`config.mk`:
```
export PLATFORM = sky130hd
export DESIGN_NAME = slot_irq_aggregator
export DESIGN_NICKNAME = d
export VERILOG_FILES = /design/src/rtl/aggr_pkg.sv /design/src/rtl/aggr_ctrl_regs.sv /design/src/rtl/aggr_pending.sv /design/src/rtl/aggr_irq_out.sv /design/src/rtl/slot_irq_aggregator.sv
export SDC_FILE = /design/constraint.sdc
export NUM_CORES = 1
export LEC_CHECK = 0
export CELL_PAD_IN_SITES_DETAIL_PLACEMENT = 1
export CELL_PAD_IN_SITES_GLOBAL_PLACEMENT = 1
export CORE_MARGIN = 4
export CORE_UTILIZATION = 43
export DETAILED_ROUTE_END_ITERATION = 16
export GPL_TIMING_DRIVEN = 0
export PLACE_DENSITY_LB_ADDON = 0.1
export SKIP_LAST_GASP = 1
export SYNTH_ARGS = -nofsm -noshare
export SYNTH_HDL_FRONTEND = slang
export SYNTH_SLANG_ARGS = --single-unit
export TNS_END_PERCENT = 20
```
`constraint.sdc`:
```
create_clock -name clk_i -period 2.3 [get_ports clk_i]
set_input_delay 0.345 -clock clk_i [delete_from_list [all_inputs] [get_ports clk_i]]
set_output_delay 0.345 -clock clk_i [all_outputs]
set_load 0.01 [all_outputs]
```
`src/rtl/aggr_pkg.sv`:
```
package aggr_pkg;
  localparam int unsigned OFS_REV   = 'h00;
  localparam int unsigned OFS_CTRL0 = 'h02;
  localparam int unsigned OFS_RST   = 'h0A;
  localparam int unsigned OFS_STAT  = 'h0C;

  typedef struct packed {
    logic [1:0] en;       // [7:6]
    logic [1:0] edge_m;   // [5:4]
    logic       err_ie;
    logic       tmo_ie;
    logic       recover;
    logic       clk_rate;
  } slot_ctrl_t;
endpackage

```
`src/rtl/aggr_ctrl_regs.sv`:
```
module aggr_ctrl_regs
  import aggr_pkg::*;
#(
  parameter int unsigned NSLOT = 4,
  parameter int unsigned AW    = 8,
  localparam int unsigned LINES = 2 * NSLOT
) (
  input  logic                  clk_i,
  input  logic                  rst_ni,
  input  logic                  wr_i,
  input  logic [AW-1:0]         addr_i,
  input  logic [7:0]            wdata_i,
  output logic [NSLOT-1:0][7:0] ctrl_o,
  output logic [LINES-1:0]      en_o,
  output logic [LINES-1:0]      edge_o
);
  for (genvar s = 0; s < NSLOT; s++) begin : g_slot
    localparam logic [AW-1:0] MY_OFS = AW'(OFS_CTRL0 + 2 * s);
    slot_ctrl_t ctrl_q;

    always_ff @(posedge clk_i or negedge rst_ni) begin
      if (!rst_ni)                        ctrl_q <= '0;
      else if (wr_i && addr_i == MY_OFS)  ctrl_q <= slot_ctrl_t'(wdata_i);
    end

    assign ctrl_o[s]        = ctrl_q;
    assign en_o[2*s +: 2]   = ctrl_q.en;
    assign edge_o[2*s +: 2] = ctrl_q.edge_m;
  end
endmodule

```
`src/rtl/aggr_pending.sv`:
```
module aggr_pending #(
  parameter int unsigned NSLOT = 4,
  localparam int unsigned LINES   = 2 * NSLOT,
  localparam int unsigned TMO_LSB = LINES + NSLOT,
  localparam int unsigned STAT_W  = TMO_LSB + NSLOT
) (
  input  logic              clk_i,
  input  logic              rst_ni,
  input  logic [LINES-1:0]  line_i,
  input  logic [NSLOT-1:0]  tmo_i,
  input  logic [LINES-1:0]  en_i,
  input  logic [LINES-1:0]  edge_i,
  input  logic [STAT_W-1:0] w1c_i,
  input  logic [LINES-1:0]  ack_i,
  output logic [STAT_W-1:0] status_o,
  output logic              edge_new_o
);
  logic [LINES-1:0] line_q, pend_q, pend_d;
  logic [LINES-1:0] rise, fall, set_v, clr_v;
  logic [NSLOT-1:0] tmo_q, tmo_d;

  always_comb begin
    rise   = line_i & ~line_q;
    fall   = ~line_i & line_q;
    set_v  = en_i & rise;
    // acknowledge only reaches level-mode lines
    clr_v  = (en_i & fall) | w1c_i[LINES-1:0] | (ack_i & ~edge_i);
    pend_d = set_v | (pend_q & ~clr_v);
    tmo_d  = tmo_i | (tmo_q & ~w1c_i[STAT_W-1:TMO_LSB]);
  end

  always_ff @(posedge clk_i or negedge rst_ni) begin
    if (!rst_ni) begin
      line_q <= '0;
      pend_q <= '0;
      tmo_q  <= '0;
    end else begin
      line_q <= line_i;
      pend_q <= pend_d;
      tmo_q  <= tmo_d;
    end
  end

  assign edge_new_o = |(set_v & ~pend_q & edge_i);
  assign status_o   = {tmo_q, {NSLOT{1'b0}}, pend_q};
endmodule

```
`src/rtl/aggr_irq_out.sv`:
```
module aggr_irq_out #(
  parameter int unsigned LINES = 8
) (
  input  logic             clk_i,
  input  logic             rst_ni,
  input  logic [LINES-1:0] pend_i,
  input  logic [LINES-1:0] edge_i,
  input  logic             edge_new_i,
  output logic             level_o,
  output logic             pulse_o,
  output logic             irq_o
);
  logic pulse_q;

  always_ff @(posedge clk_i or negedge rst_ni) begin
    if (!rst_ni) pulse_q <= 1'b0;
    else         pulse_q <= edge_new_i;
  end

  assign level_o = |(pend_i & ~edge_i);
  assign pulse_o = pulse_q;
  assign irq_o   = level_o ^ pulse_q;
endmodule

```
`src/rtl/slot_irq_aggregator.sv`:
```
module slot_irq_aggregator
  import aggr_pkg::*;
#(
  parameter int unsigned NSLOT  = 4,
  parameter int unsigned AW     = 8,
  parameter int unsigned DW     = 16,
  parameter int unsigned OFS_W  = 6,
  localparam int unsigned LINES   = 2 * NSLOT,
  localparam int unsigned TMO_LSB = LINES + NSLOT,
  localparam int unsigned STAT_W  = TMO_LSB + NSLOT,
  localparam int unsigned SW      = (NSLOT > 1) ? $clog2(NSLOT) : 1
) (
  input  logic             clk_i,
  input  logic             rst_ni,
  input  logic [LINES-1:0] line_i,
  input  logic [NSLOT-1:0] tmo_i,
  input  logic             reg_req_i,
  input  logic             reg_we_i,
  input  logic [AW-1:0]    reg_addr_i,
  input  logic [DW-1:0]    reg_wdata_i,
  output logic [DW-1:0]    reg_rdata_o,
  input  logic             ack_req_i,
  input  logic [SW-1:0]    ack_slot_i,
  input  logic [OFS_W-1:0] ack_ofs_i,
  output logic             irq_o
);
  localparam logic [AW-1:0] A_STAT = AW'(OFS_STAT);

  logic                  wr, rd, stat_wr;
  logic [NSLOT-1:0][7:0] ctrl;
  logic [LINES-1:0]      en, edge_m, ack;
  logic [STAT_W-1:0]     status, w1c;
  logic                  edge_new, level_any, pulse;
  logic [DW-1:0]         rd_d, rdata_q;

  assign wr      = reg_req_i & reg_we_i;
  assign rd      = reg_req_i & ~reg_we_i;
  assign stat_wr = wr && (reg_addr_i == A_STAT);
  assign w1c     = stat_wr ? reg_wdata_i[STAT_W-1:0] : '0;

  for (genvar l = 0; l < LINES; l++) begin : g_ack
    assign ack[l] = ack_req_i && (ack_slot_i == SW'(l / 2))
                    && (ack_ofs_i == OFS_W'((l % 2) * 2));
  end

  aggr_ctrl_regs #(.NSLOT(NSLOT), .AW(AW)) u_ctrl (
    .clk_i   (clk_i),
    .rst_ni  (rst_ni),
    .wr_i    (wr),
    .addr_i  (reg_addr_i),
    .wdata_i (reg_wdata_i[7:0]),
    .ctrl_o  (ctrl),
    .en_o    (en),
    .edge_o  (edge_m)
  );

  aggr_pending #(.NSLOT(NSLOT)) u_pend (
    .clk_i      (clk_i),
    .rst_ni     (rst_ni),
    .line_i     (line_i),
    .tmo_i      (tmo_i),
    .en_i       (en),
    .edge_i     (edge_m),
    .w1c_i      (w1c),
    .ack_i      (ack),
    .status_o   (status),
    .edge_new_o (edge_new)
  );

  aggr_irq_out #(.LINES(LINES)) u_out (
    .clk_i      (clk_i),
    .rst_ni     (rst_ni),
    .pend_i     (status[LINES-1:0]),
    .edge_i     (edge_m),
    .edge_new_i (edge_new),
    .level_o    (level_any),
    .pulse_o    (pulse),
    .irq_o      (irq_o)
  );

  // revision, reset and unmapped offsets fall through to zero
  always_comb begin
    rd_d = '0;
    if (reg_addr_i == A_STAT) rd_d = DW'(status);
    for (int s = 0; s < NSLOT; s++) begin
      if (reg_addr_i == AW'(OFS_CTRL0 + 2 * s)) rd_d = DW'(ctrl[s]);
    end
  end

  always_ff @(posedge clk_i or negedge rst_ni) begin
    if (!rst_ni)  rdata_q <= '0;
    else if (rd)  rdata_q <= rd_d;
  end

  assign reg_rdata_o = rdata_q;
endmodule

```
==> impl_results.md, run 1 <==
- Top-area cell type share of the netlist area: between 50 and 60%
- Flop pwr share: 46.1%
- Vias in the first global route: 2948
- Largest net degree at the start of global routing: 66
- CTS Root Cell: clkbuf_8
- Req. time, crit path: between 2 and 3 ns
- Syn. warnings: 0
- Slew @ Worst Pin: between 0.8 and 0.9 ns
- All-Layer GR Usage: ~24%
- Combinational share of power: 13.0%
- Number of hold buffers added after CTS: 0
- Max Cap Viol: 0
- # diodes: 0
- DR WL/cell: 22.0 µm
- DIE AREA: 8950 µm²
- Yosys top cell by area: dfrtp_1
- Clk buf depth: 2
- Via count: 2718
- Final ANT Viol Nets: 0
- First-pass GRT wire length: roughly 16000 µm
- Setup crit start: reg_addr_i[1]
- Internal: 2.02 mW
- Synth cell count leaders: dfrtp_1 (65), mux2_2 (32), nand2_1 (22)
- Die Height: 94.6 µm
- Avg Cell Area, Syn: 11.2 µm²
- Asr flop ratio synth: 100%
- DP Wirelength: 6930 µm
- R2r startpoint: u_ctrl.ctrl_o[22]
- CP Launch Type: input port
- Synthesized area: between 3000 and 4000 µm²
- Pwr Total: ~2.7 mW
- Max Freq: 0.425 GHz
- Ys flop type: dfrtp_1
- H-tree depth: 3
- Final WL: 10200 µm
- Mapped Cells: 288
- NetSw: about 670 µW
- Drt via density: 5.85
- Most frequent cell after synthesis: dfrtp_1
- Share of layout cells above drive strength 1: 23.5%
- Status: finished with violations
- Initial core utilization: between 40% and 50%
- Initial antenna violation count: 1
- GRT overflow: 0
- Clock Power Share: 40.9%
- DRC errors left: 0
- Unrepaired setup endpoints after global routing: yes
- Post-synth EDFFs: 0
- Die X: ~95 µm
- Site Rows: 31
- CTS tree: yes
- Hold/Removal Path Class: input port to async pin
- Endpoints failing hold: 0
- PwrDens: around 640 nW/µm²
- Worst EP arrival: 2.59 ns
- Largest cells by area after synthesis: dfrtp_1 (50%), mux2_2 (11%), nand3b_1 (3.0%)
- P_leak: between 1.5 and 2 nW
- Io pins: between 60 and 70
- Slack of the critical path: -0.0544 ns
- Sequential-to-total area share from yosys stat: 50.4%
- Post-route minimum period: 2.35 ns
- Clock Sink Count: 65
- Final setup fails: 13
- Port Buffers: 57
- Clock slew at reported path FFs: ~0.070 ns
- Fin Hold WS: 0.0984 ns
- Unique masters post-synth: 45
- Final worst clock skew: 0.00563 ns
- Period utilization: 102%
- WS Path Type: input port to flop
- Core area: 7290 µm²
- GP Congestion: approximately 0.79
- Initial DRT Pass Iterations: 4
- Sw frac: 24.9%
- Yosys reg bits: 65
- Worst skew pair latency: 0.35 ns
- Layout area overhead: 30.7%
- CTS buffer count: 9
- Iter 0 DRT Violations: 123
- Slew HR: 44.7%
- Fin. max-slew vios: 0
- Failing checks: negative setup slack
- CP endpoint kind: flop
- Max Fanout on Critical Path: 10
- Max VDD drop: 0.293 mV
- Final nets: approximately 410
==> logic make-up (layout without fill, tap and decap cells) <==
logic type	after synthesis	in the layout	synth area share, %
buffers and inverters	27	102	4.07
muxes	33	33	11.5
DFF	65	65	50.4
xor gates and xnor gates	1	1	0.271
other	1	4	0.116
AOI/OAI and AO/OA	61	61	14.3
and+or+nand+nor	100	100	19.3
==> per-stage QoR <==
| stage | cell area (µm²) | std cells | setup WS [ns] | util [%] | setup TNS, ns |
|---|---|---|---|---|---|
| finish | 4220 | 465 | -0.0544 | 57.8 | -0.326 |
| global route | 4220 | 465 | -0.155 | 57.8 | -1.63 |
| CTS | 4180 | 463 | -0.185 | 57.3 | -2.22 |
| detailed placement | 3930 | 447 | -0.758 | 53.9 | -27.94 |
| global placement | 3930 | 447 | -1.34 | 53.9 | -112.69 |
| floorplan | 3240 | 291 | 0.183 | - | 0 |
==> worst max-delay path, stage by stage <==
cell and delay, ns:
clkdlybuf4s50_1 0.54, or4_2 0.72, nor4_2 0.35, buf_4 0.29
nand3_1 0.11, a21o_1 0.21
==> power groups by stage <==
| stage | sequential [mW] | combinational [mW] | clock (mW) |
|---|---|---|---|
| 6_report | 1.24 | 0.348 | 1.10 |
| 5_1_grt | 1.24 | 0.379 | 1.17 |
| 4_1_cts | 1.24 | 0.341 | 1.12 |
| 3_5_place_dp | 1.26 | 0.335 | 0 |
| 3_3_place_gp | 1.26 | 0.326 | 0 |
| 2_1_floorplan | 1.24 | 0.164 | 0 |
==> what timing repair did <==
item	4_1_cts	5_1_grt
gates cloned	0	0
setup buffers	2	2
setup endpoints to repair	45	45
resized for setup	4	10
pin swaps	1	2
==> placed cells by master (no fill, tap or decap), types with 3 or more instances in the layout <==
cell type	netlist	final
dfrtp_1	65	65
clkdlybuf4s50_1	0	55
mux2_2	32	32
nand2_1	22	22
nand3b_1	13	13
nand2b_1	12	12
buf_4	5	11
a22o_1	11	11
clkbuf_8	0	11
or2_2	9	9
inv_1	9	9
a21oi_1	9	9
nor4_1	10	8
o41ai_1	8	8
nand3_1	7	7
a221oi_1	7	7
clkbuf_1	9	6
o21ai_0	5	5
a21o_1	5	5
nor2_1	4	4
conb_1	1	4
clkbuf_2	0	3
a311o_1	3	3
a31oi_1	3	3
o22ai_1	3	3
nor3b_1	5	3
==> flip-flops by register name (all words and copies together), names as in the netlist <==
signal         cells
u_out.pulse_o      1
u_ctrl.ctrl_o     32
u_pend.tmo_q       4
u_pend.line_q      8
u_pend.pend_q      8
reg_rdata_o       12
==> final cells by class <==
class	count	area, µm²
clock inverter	3	65.1
buffer	18	104
fill	809	3080
sequential	65	1630
inverter	9	33.8
clock buffer	11	151
timing repair buffer	61	601
tap	99	124
multi-input combinational	199	1510
==> worst paths after layout <==
| path | endpoint | slack, ns | depth (start not counted) |
|---|---|---|---|
| worst min register to register | reg_rdata_o[1] | 0.49 | 2 |
| worst min-delay path | reg_rdata_o[14] | 0.1 | 1 |
| worst max-delay path | u_pend.tmo_q[2] | -0.05 | 6 |
| max in group asynchronous | u_ctrl.ctrl_o[28] | 1.66 | 1 |
| min in group clk_i | u_pend.line_q[4] | 0.49 | 1 |
| worst max register to register | reg_rdata_o[6] | 0.91 | 4 |
==> metal layers <==
layer / share of wire [%] / routed length [µm] / track usage [%] / vias up
met2: 49 / 5010 / 40.6 / 91
li1: - / - / - / 1230
met5: 0 / 0 / 0 / -
met1: 41 / 4200 / 30.7 / 1371
met3: 6.9 / 701 / 4.54 / 26
met4: 3.0 / 303 / 11.2 / 0
Note: power is estimated with default switching activity, not from simulation.
==> inputs of run 2 (changes only) <==
Settings changed: CORE_UTILIZATION 43 to 30, SLEW_MARGIN set to 10.
==> run 2 against run 1 <==
The flow still finishes with violations (negative setup slack); die area is 39% higher; largest power group unchanged; combinational power up 1%; critical path depth down 1; setup slack got worse by 0.044 ns; register-to-register slack better by 0.04 ns; first-iteration DRC count shrank 18%; largest cell class unchanged.
==> impl_results.md, run 2 (synthesis gave the netlist of run 1 again) <==
- Vias in the first global route: 2786 (-5.5%)
- Hold/Removal Path Class: input port to async pin
- Worst skew pair latency: 0.33 ns (-0.02 ns)
- Fin. max-slew vios: 0 (unchanged)
- Max Fanout on Critical Path: 4 (-6)
- Via count: 2548 (-6.3%)
- Fin Hold WS: 0.464 ns (+0.366 ns)
- Max Freq: 0.417 GHz (-1.8%)
- Most common cell after layout, fill and taps aside: dfrtp_1
- First-pass GRT wire length: 16100 µm (+0.52%)
- DIE AREA: 12500 µm² (+39%)
- DP Wirelength: 7040 µm (+1.6%)
- Core area: 10400 µm² (+43%)
- R2R depth: 3 (-1)
- WS Path Type: flop to primary output
- Final nets: 413 (+0.24%)
- Max FFs per register: 32 (unchanged)
- Largest stage delay, worst path: 0.59 ns (-0.13 ns)
- PwrDens: 576 nW/µm² (-9.6%)
- Max Cap Viol: 0 (unchanged)
- Met1 Resource Use GR: 22.8% (-7.9 points)
- Worst flop-to-flop path endpoint: u_pend.pend_q[3]
- Critical-path cell list: inv_1, o2bb2ai_1, nor4_2, xnor2_1, clkdlybuf4s50_1
- Max VDD drop: 0.258 mV (-12%)
- Worst EP arrival: 2.05 ns (-0.54 ns)
- Crit-path slowest cell: clkdlybuf4s50_1
- Drt via density: 5.07 (-13%)
- Grt peak-use layer: met2
- Largest net degree at the start of global routing: 42 (-36%)
- FF-to-FF setup slack: 0.95 ns (+0.04 ns)
- Clock Sink Count: 65 (unchanged)
- Req. time, crit path: 1.96 ns (-0.58 ns)
- Port Buffers: 57 (unchanged)
- Die Height: 112 µm (+18%)
- Post-route minimum period: 2.40 ns (+0.0443 ns)
- Slew HR: 51.5% (+6.7 points)
- Final ANT Viol Nets: 0 (unchanged)
- Slew @ Worst Pin: 0.728 ns (-0.101 ns)
- Setup tns final: -0.718 ns (-0.392 ns)
- GP Congestion: 0.765 (-3.7%)
- Endpoints failing hold: 0 (unchanged)
- Io pins: 66 (unchanged)
- P_leak: 1.79 nW (-0.83%)
- Unrepaired setup endpoints after global routing: yes
- CTS tree: yes
- Final setup fails: 19 (+6)
- Status: finished with violations
- CTS buffer count: 9 (unchanged)
- Dpl cell area: 4000 µm² (+1.9%)
- H-tree depth: 3 (unchanged)
- Iter 0 DRT Violations: 101 (-18%)
- WP buf/inv: 2 (unchanged)
- Site Rows: 37 (+19%)
- Met2 usage: 26.9% (-14 points)
- Final WL: 9830 µm (-3.7%)
- Met3 GRT Util: 3.48% (-1.1 points)
- Initial core utilization: 31.0% (-13 points)
- DRC errors left: 0 (unchanged)
- GRT overflow: 0 (unchanged)
- Initial DRT Pass Iterations: 4 (unchanged)
- Period utilization: 104% (+1.9 points)
- Final instance area: 4260 µm² (+1.1%)
- Clock slew at reported path FFs: 0.07 ns (about the same)
- Initial antenna violation count: 0 (-1)
- Share of layout cells above drive strength 1: 22.9% (-0.61 points)
- Die X: 112 µm (+18%)
- Slack of the critical path: -0.0987 ns (-0.0443 ns)
- Layout area overhead: 32.1%
- Clk buf depth: 2 (unchanged)
- All-Layer GR Usage: 16.5% (-7.8 points)
- DR WL/cell: 19.5 µm (-11%)
- R2r startpoint: u_ctrl.ctrl_o[13]
- Commonest cells after routing, fill and taps aside: dfrtp_1 (65), clkdlybuf4s50_1 (56), mux2_2 (32), nand2_1 (22), nand3b_1 (13)
- CP endpoint kind: primary output
- Final worst clock skew: 0.00535 ns (-0.000278 ns)
- Pre-CTS setup slack: -0.729 ns (+0.0288 ns)
- Failing checks: negative setup slack
- CTS Root Cell: clkbuf_8
- CP Launch Type: flop
- # diodes: 0 (unchanged)
- Delay-heaviest family, CP: buffers and inverters
-- run 2: changes by cell type in the layout (fill, tap and decap cells not counted), moves of 2 or more --
cell / before / now
bufinv_16: 2 / 0
clkbuf_2: 3 / 1
clkbuf_1: 6 / 8
buf_4: 11 / 9
-- run 2: worst max path at each step --
stage,slack [ns],cells after the start,start,to
floorplan,0.18,5,reg_addr_i[0],u_ctrl.ctrl_o[0]
global placement,-1.50,1,rst_ni,u_pend.line_q[4]
detailed placement,-0.73,6,reg_addr_i[1],u_pend.tmo_q[1]
CTS,-0.15,5,u_ctrl.ctrl_o[20],irq_o
global route,-0.18,5,u_ctrl.ctrl_o[20],irq_o
finish,-0.1,5,u_ctrl.ctrl_o[20],irq_o
-- run 2: power by group --
part / internal [mW] / switching, mW
combinational: 0.176 / 0.176
sequential: 1.19 / 0.0459
clock: 0.434 / 0.429
total: 1.80 / 0.651
-- run 2: cell type report --
cell class,count,area (µm²)
fillers,1144,6150
clock buffers,11,151
plain buffers,18,101
flip-flops and latches,65,1630
inverters,9,33.8
multi-input cells,199,1520
repair buffers,62,641
clock inverters,3,17.5
well taps,136,170
-- run 2: what timing repair did --
| action | 4_1_cts | 5_1_grt |
|---|---|---|
| hold buffers | 1 | 0 |
| endpoints found under the hold margin | 24 | 0 |
| resized for setup | 5 | 5 |
| endpoints found under the setup margin | 36 | 46 |
| buffers inserted | 2 | 1 |
| pin swaps | 1 | 1 |
-- run 2: metrics by stage --
step / std cells / power, mW / util (%)
after floorplan: 291 / 1.40 / -
after global placement: 484 / 1.59 / 38.2
after detailed placement: 485 / 1.60 / 38.4
after CTS: 502 / 2.49 / 40.6
after global routing: 503 / 2.59 / 40.9
final: 503 / 2.45 / 40.9
-- run 2: metal layers --
metal | part of all wire [%] | wire length, µm | up-vias
li1 | - | - | 1218
met1 | 48 | 4680 | 1278
met2 | 48 | 4750 | 47
met3 | 3.5 | 347 | 5
met4 | 0.54 | 53 | 0
met5 | 0 | 0 | -
==> inputs of run 3 (changes only) <==
Settings changed: CORE_UTILIZATION 30 to 43.
==> run 3 against run 2 <==
The flow still finishes with violations (negative setup slack); non-clock buffer count increased by 1; first-iteration DRC count increased by 32%; sequential power about the same; register-to-register slack improved by 0.02 ns; critical endpoint unchanged; final area decreased by 1.5%; hold slack got worse by 0.0060 ns; critical path type unchanged; clock power about the same; setup slack improved by 0.045 ns; largest power group unchanged; utilization increased by 17 points; cell count decreased by 6.8%.
==> impl_results.md, run 3 (synthesis gave the netlist of run 1 again) <==
- CP endpoint kind: primary output
- Req. time, crit path: 1.96 ns (about the same)
- Worst flop-to-flop path endpoint: u_pend.pend_q[3]
- Worst EP arrival: 2.01 ns (-0.04 ns)
- Post-route minimum period: 2.35 ns (-0.0449 ns)
- Final WL: 9850 µm (+0.19%)
- Status: finished with violations
- Site Rows: 31 (-16%)
- R2r startpoint: u_ctrl.ctrl_o[13]
- Worst Setup EP: irq_o
- GP Congestion: 0.794 (+3.8%)
- Clk buf depth: 2 (unchanged)
- Unrepaired setup endpoints after global routing: yes
- Die X: 94.6 µm (-15%)
- All-Layer GR Usage: 23.8% (+7.3 points)
- Fill count: 818 (-28%)
- Non-filler cells, final: 469 (-6.8%)
- # diodes: 0 (unchanged)
- Max Fanout on Critical Path: 3 (-1)
- Largest net degree at the start of global routing: 41 (-2.4%)
- Initial antenna violation count: 0 (unchanged)
- R2R depth: 3 (unchanged)
- Final instance area: 4200 µm² (-1.5%)
- Critical-path cell list: inv_1, o2bb2ai_1, nor4_2, xnor2_1, clkdlybuf4s50_1
- Max FFs per register: 32 (unchanged)
- Slew HR: 56.5% (+5.0 points)
- Final nets: 414 (+0.24%)
- Max Cap Viol: 0 (unchanged)
- Final setup fails: 10 (-9)
- Slack of the critical path: -0.0538 ns (+0.0449 ns)
- DP Wirelength: 7000 µm (-0.66%)
- Drt via density: 5.71 (+13%)
- WS Path Type: flop to primary output
- Most common cell after layout, fill and taps aside: dfrtp_1
- CTS Root Cell: clkbuf_8
- Fin. max-slew vios: 0 (unchanged)
- Setup crit start: u_pend.pend_q[1]
- Worst skew pair latency: 0.35 ns (+0.02 ns)
- Crit-path slowest cell: clkdlybuf4s50_1
- Register area: 1630 µm² (unchanged)
- WP buf/inv: 2 (unchanged)
- Max VDD drop: 0.312 mV (+21%)
- H-tree depth: 3 (unchanged)
- Cells after DPL: 448 (-7.6%)
- CP Depth: 5 (unchanged)
- Delay-heaviest family, CP: buffers and inverters
- DRC errors left: 0 (unchanged)
- CTS buffer count: 9 (unchanged)
- CTS tree: yes
- Hold/Removal Path Class: input port to async pin
- Slew @ Worst Pin: 0.652 ns (-0.0760 ns)
- GRT overflow: 0 (unchanged)
- Endpoints failing hold: 0 (unchanged)
- Layout area overhead: 30.1%
- Final worst clock skew: 0.00793 ns (+0.00258 ns)
- Final ANT Viol Nets: 0 (unchanged)
- Max Freq: 0.425 GHz (+1.9%)
- Port Buffers: 57 (unchanged)
- First-pass GRT wire length: 15600 µm (-2.9%)
- Io pins: 66 (unchanged)
- Setup tns final: -0.197 ns (+0.521 ns)
- Largest stage delay, worst path: 0.57 ns (-0.02 ns)
- Clock Sink Count: 65 (unchanged)
- Die Height: 94.6 µm (-15%)
- Dpl cell area: 3950 µm² (-1.3%)
- Period utilization: 102% (-2.0 points)
- FF-to-FF setup slack: 0.97 ns (+0.02 ns)
- Via count: 2679 (+5.1%)
- Initial DRT Pass Iterations: 4 (unchanged)
- PwrDens: 584 nW/µm² (+1.4%)
- DR WL/cell: 21.0 µm (+7.5%)
- P_leak: 1.79 nW (-0.13%)
- Clock slew at reported path FFs: 0.07 ns (about the same)
- Iter 0 DRT Violations: 133 (+32%)
- Failing checks: negative setup slack
- Share of layout cells above drive strength 1: 23.0% (+0.085 points)
- Vias in the first global route: 2897 (+4.0%)
- Area taken by multi-input logic gates: 1510 µm² (-0.58%)
- CP Launch Type: flop
- Core area: 7290 µm² (-30%)
- DIE AREA: 8950 µm² (-28%)
- Initial core utilization: 44.3% (+13 points)
- Commonest cells after routing, fill and taps aside: dfrtp_1 (65), clkdlybuf4s50_1 (56), mux2_2 (32), nand2_1 (22), nand3b_1 (13)
-- run 3: changes by cell type in the layout (fill, tap and decap cells not counted) --
cell / change
nor3b_4: -1
nor2b_2: -1
buf_4: +2
clkbuf_8: -1
nor2b_1: +1
clkbuf_1: +1
clkinv_2: +1
nor3b_2: +1
buf_16: -1
clkinv_4: +1
-- run 3: how the worst min path moves through the flow --
stage / startpoint / to / slack, ns
finish: rst_ni / reg_rdata_o[14] / 0.46
global route: line_i[5] / u_pend.line_q[5] / 0.48
CTS: rst_ni / reg_rdata_o[14] / 0.46
detailed placement: rst_ni / reg_rdata_o[14] / 0.28
global placement: reg_rdata_o[7] / reg_rdata_o[7] / 0.47
floorplan: rst_ni / reg_rdata_o[0] / 0.05
-- run 3: area by class of cell --
class / instances / area share [%]
flip-flops and latches: 65 / 38.7
well taps: 99 / 2.95
clock inverters: 5 / 0.745
repair buffers: 63 / 15.0
plain buffers: 18 / 2.41
multi-input cells: 199 / 36.0
clock buffers: 11 / 3.37
inverters: 9 / 0.805
-- run 3: per-layer routing --
| layer | GRT usage, % | wire length (µm) | vias to the layer above |
|---|---|---|---|
| met1 | 30.4 | 4170 | 1357 |
| li1 | - | - | 1232 |
| met2 | 40.8 | 4940 | 78 |
| met5 | 0 | 0 | - |
| met4 | 9.01 | 183 | 0 |
| met3 | 3.43 | 551 | 12 |
-- run 3: repair_timing --
item / 4_1_cts / 5_1_grt
hold buffers: 1 / 0
pin swaps: 1 / 1
setup buffers: 2 / 2
resized for setup: 6 / 1
hold endpoints to repair: 25 / 0
endpoints found under the setup margin: 42 / 37
-- run 3: where the power goes --
part	internal [mW]	leakage (nW)	switching, mW
clock network	0.417	0.0891	0.446
registers	1.19	0.858	0.0472
logic	0.174	0.844	0.175
total	1.78	1.79	0.669
-- run 3: per-stage QoR --
| step | setup slack (ns) | util [%] | hold slack [ns] | power (mW) |
|---|---|---|---|---|
| final | -0.0538 | 57.6 | 0.458 | 2.45 |
| after global routing | -0.213 | 57.6 | 0.482 | 2.57 |
| after CTS | -0.180 | 57.3 | 0.462 | 2.47 |
| after detailed placement | -0.776 | 54.2 | 0.283 | 1.60 |
| after global placement | -1.34 | 53.9 | 0.465 | 1.58 |
| after floorplan | 0.183 | - | 0.0494 | 1.40 |
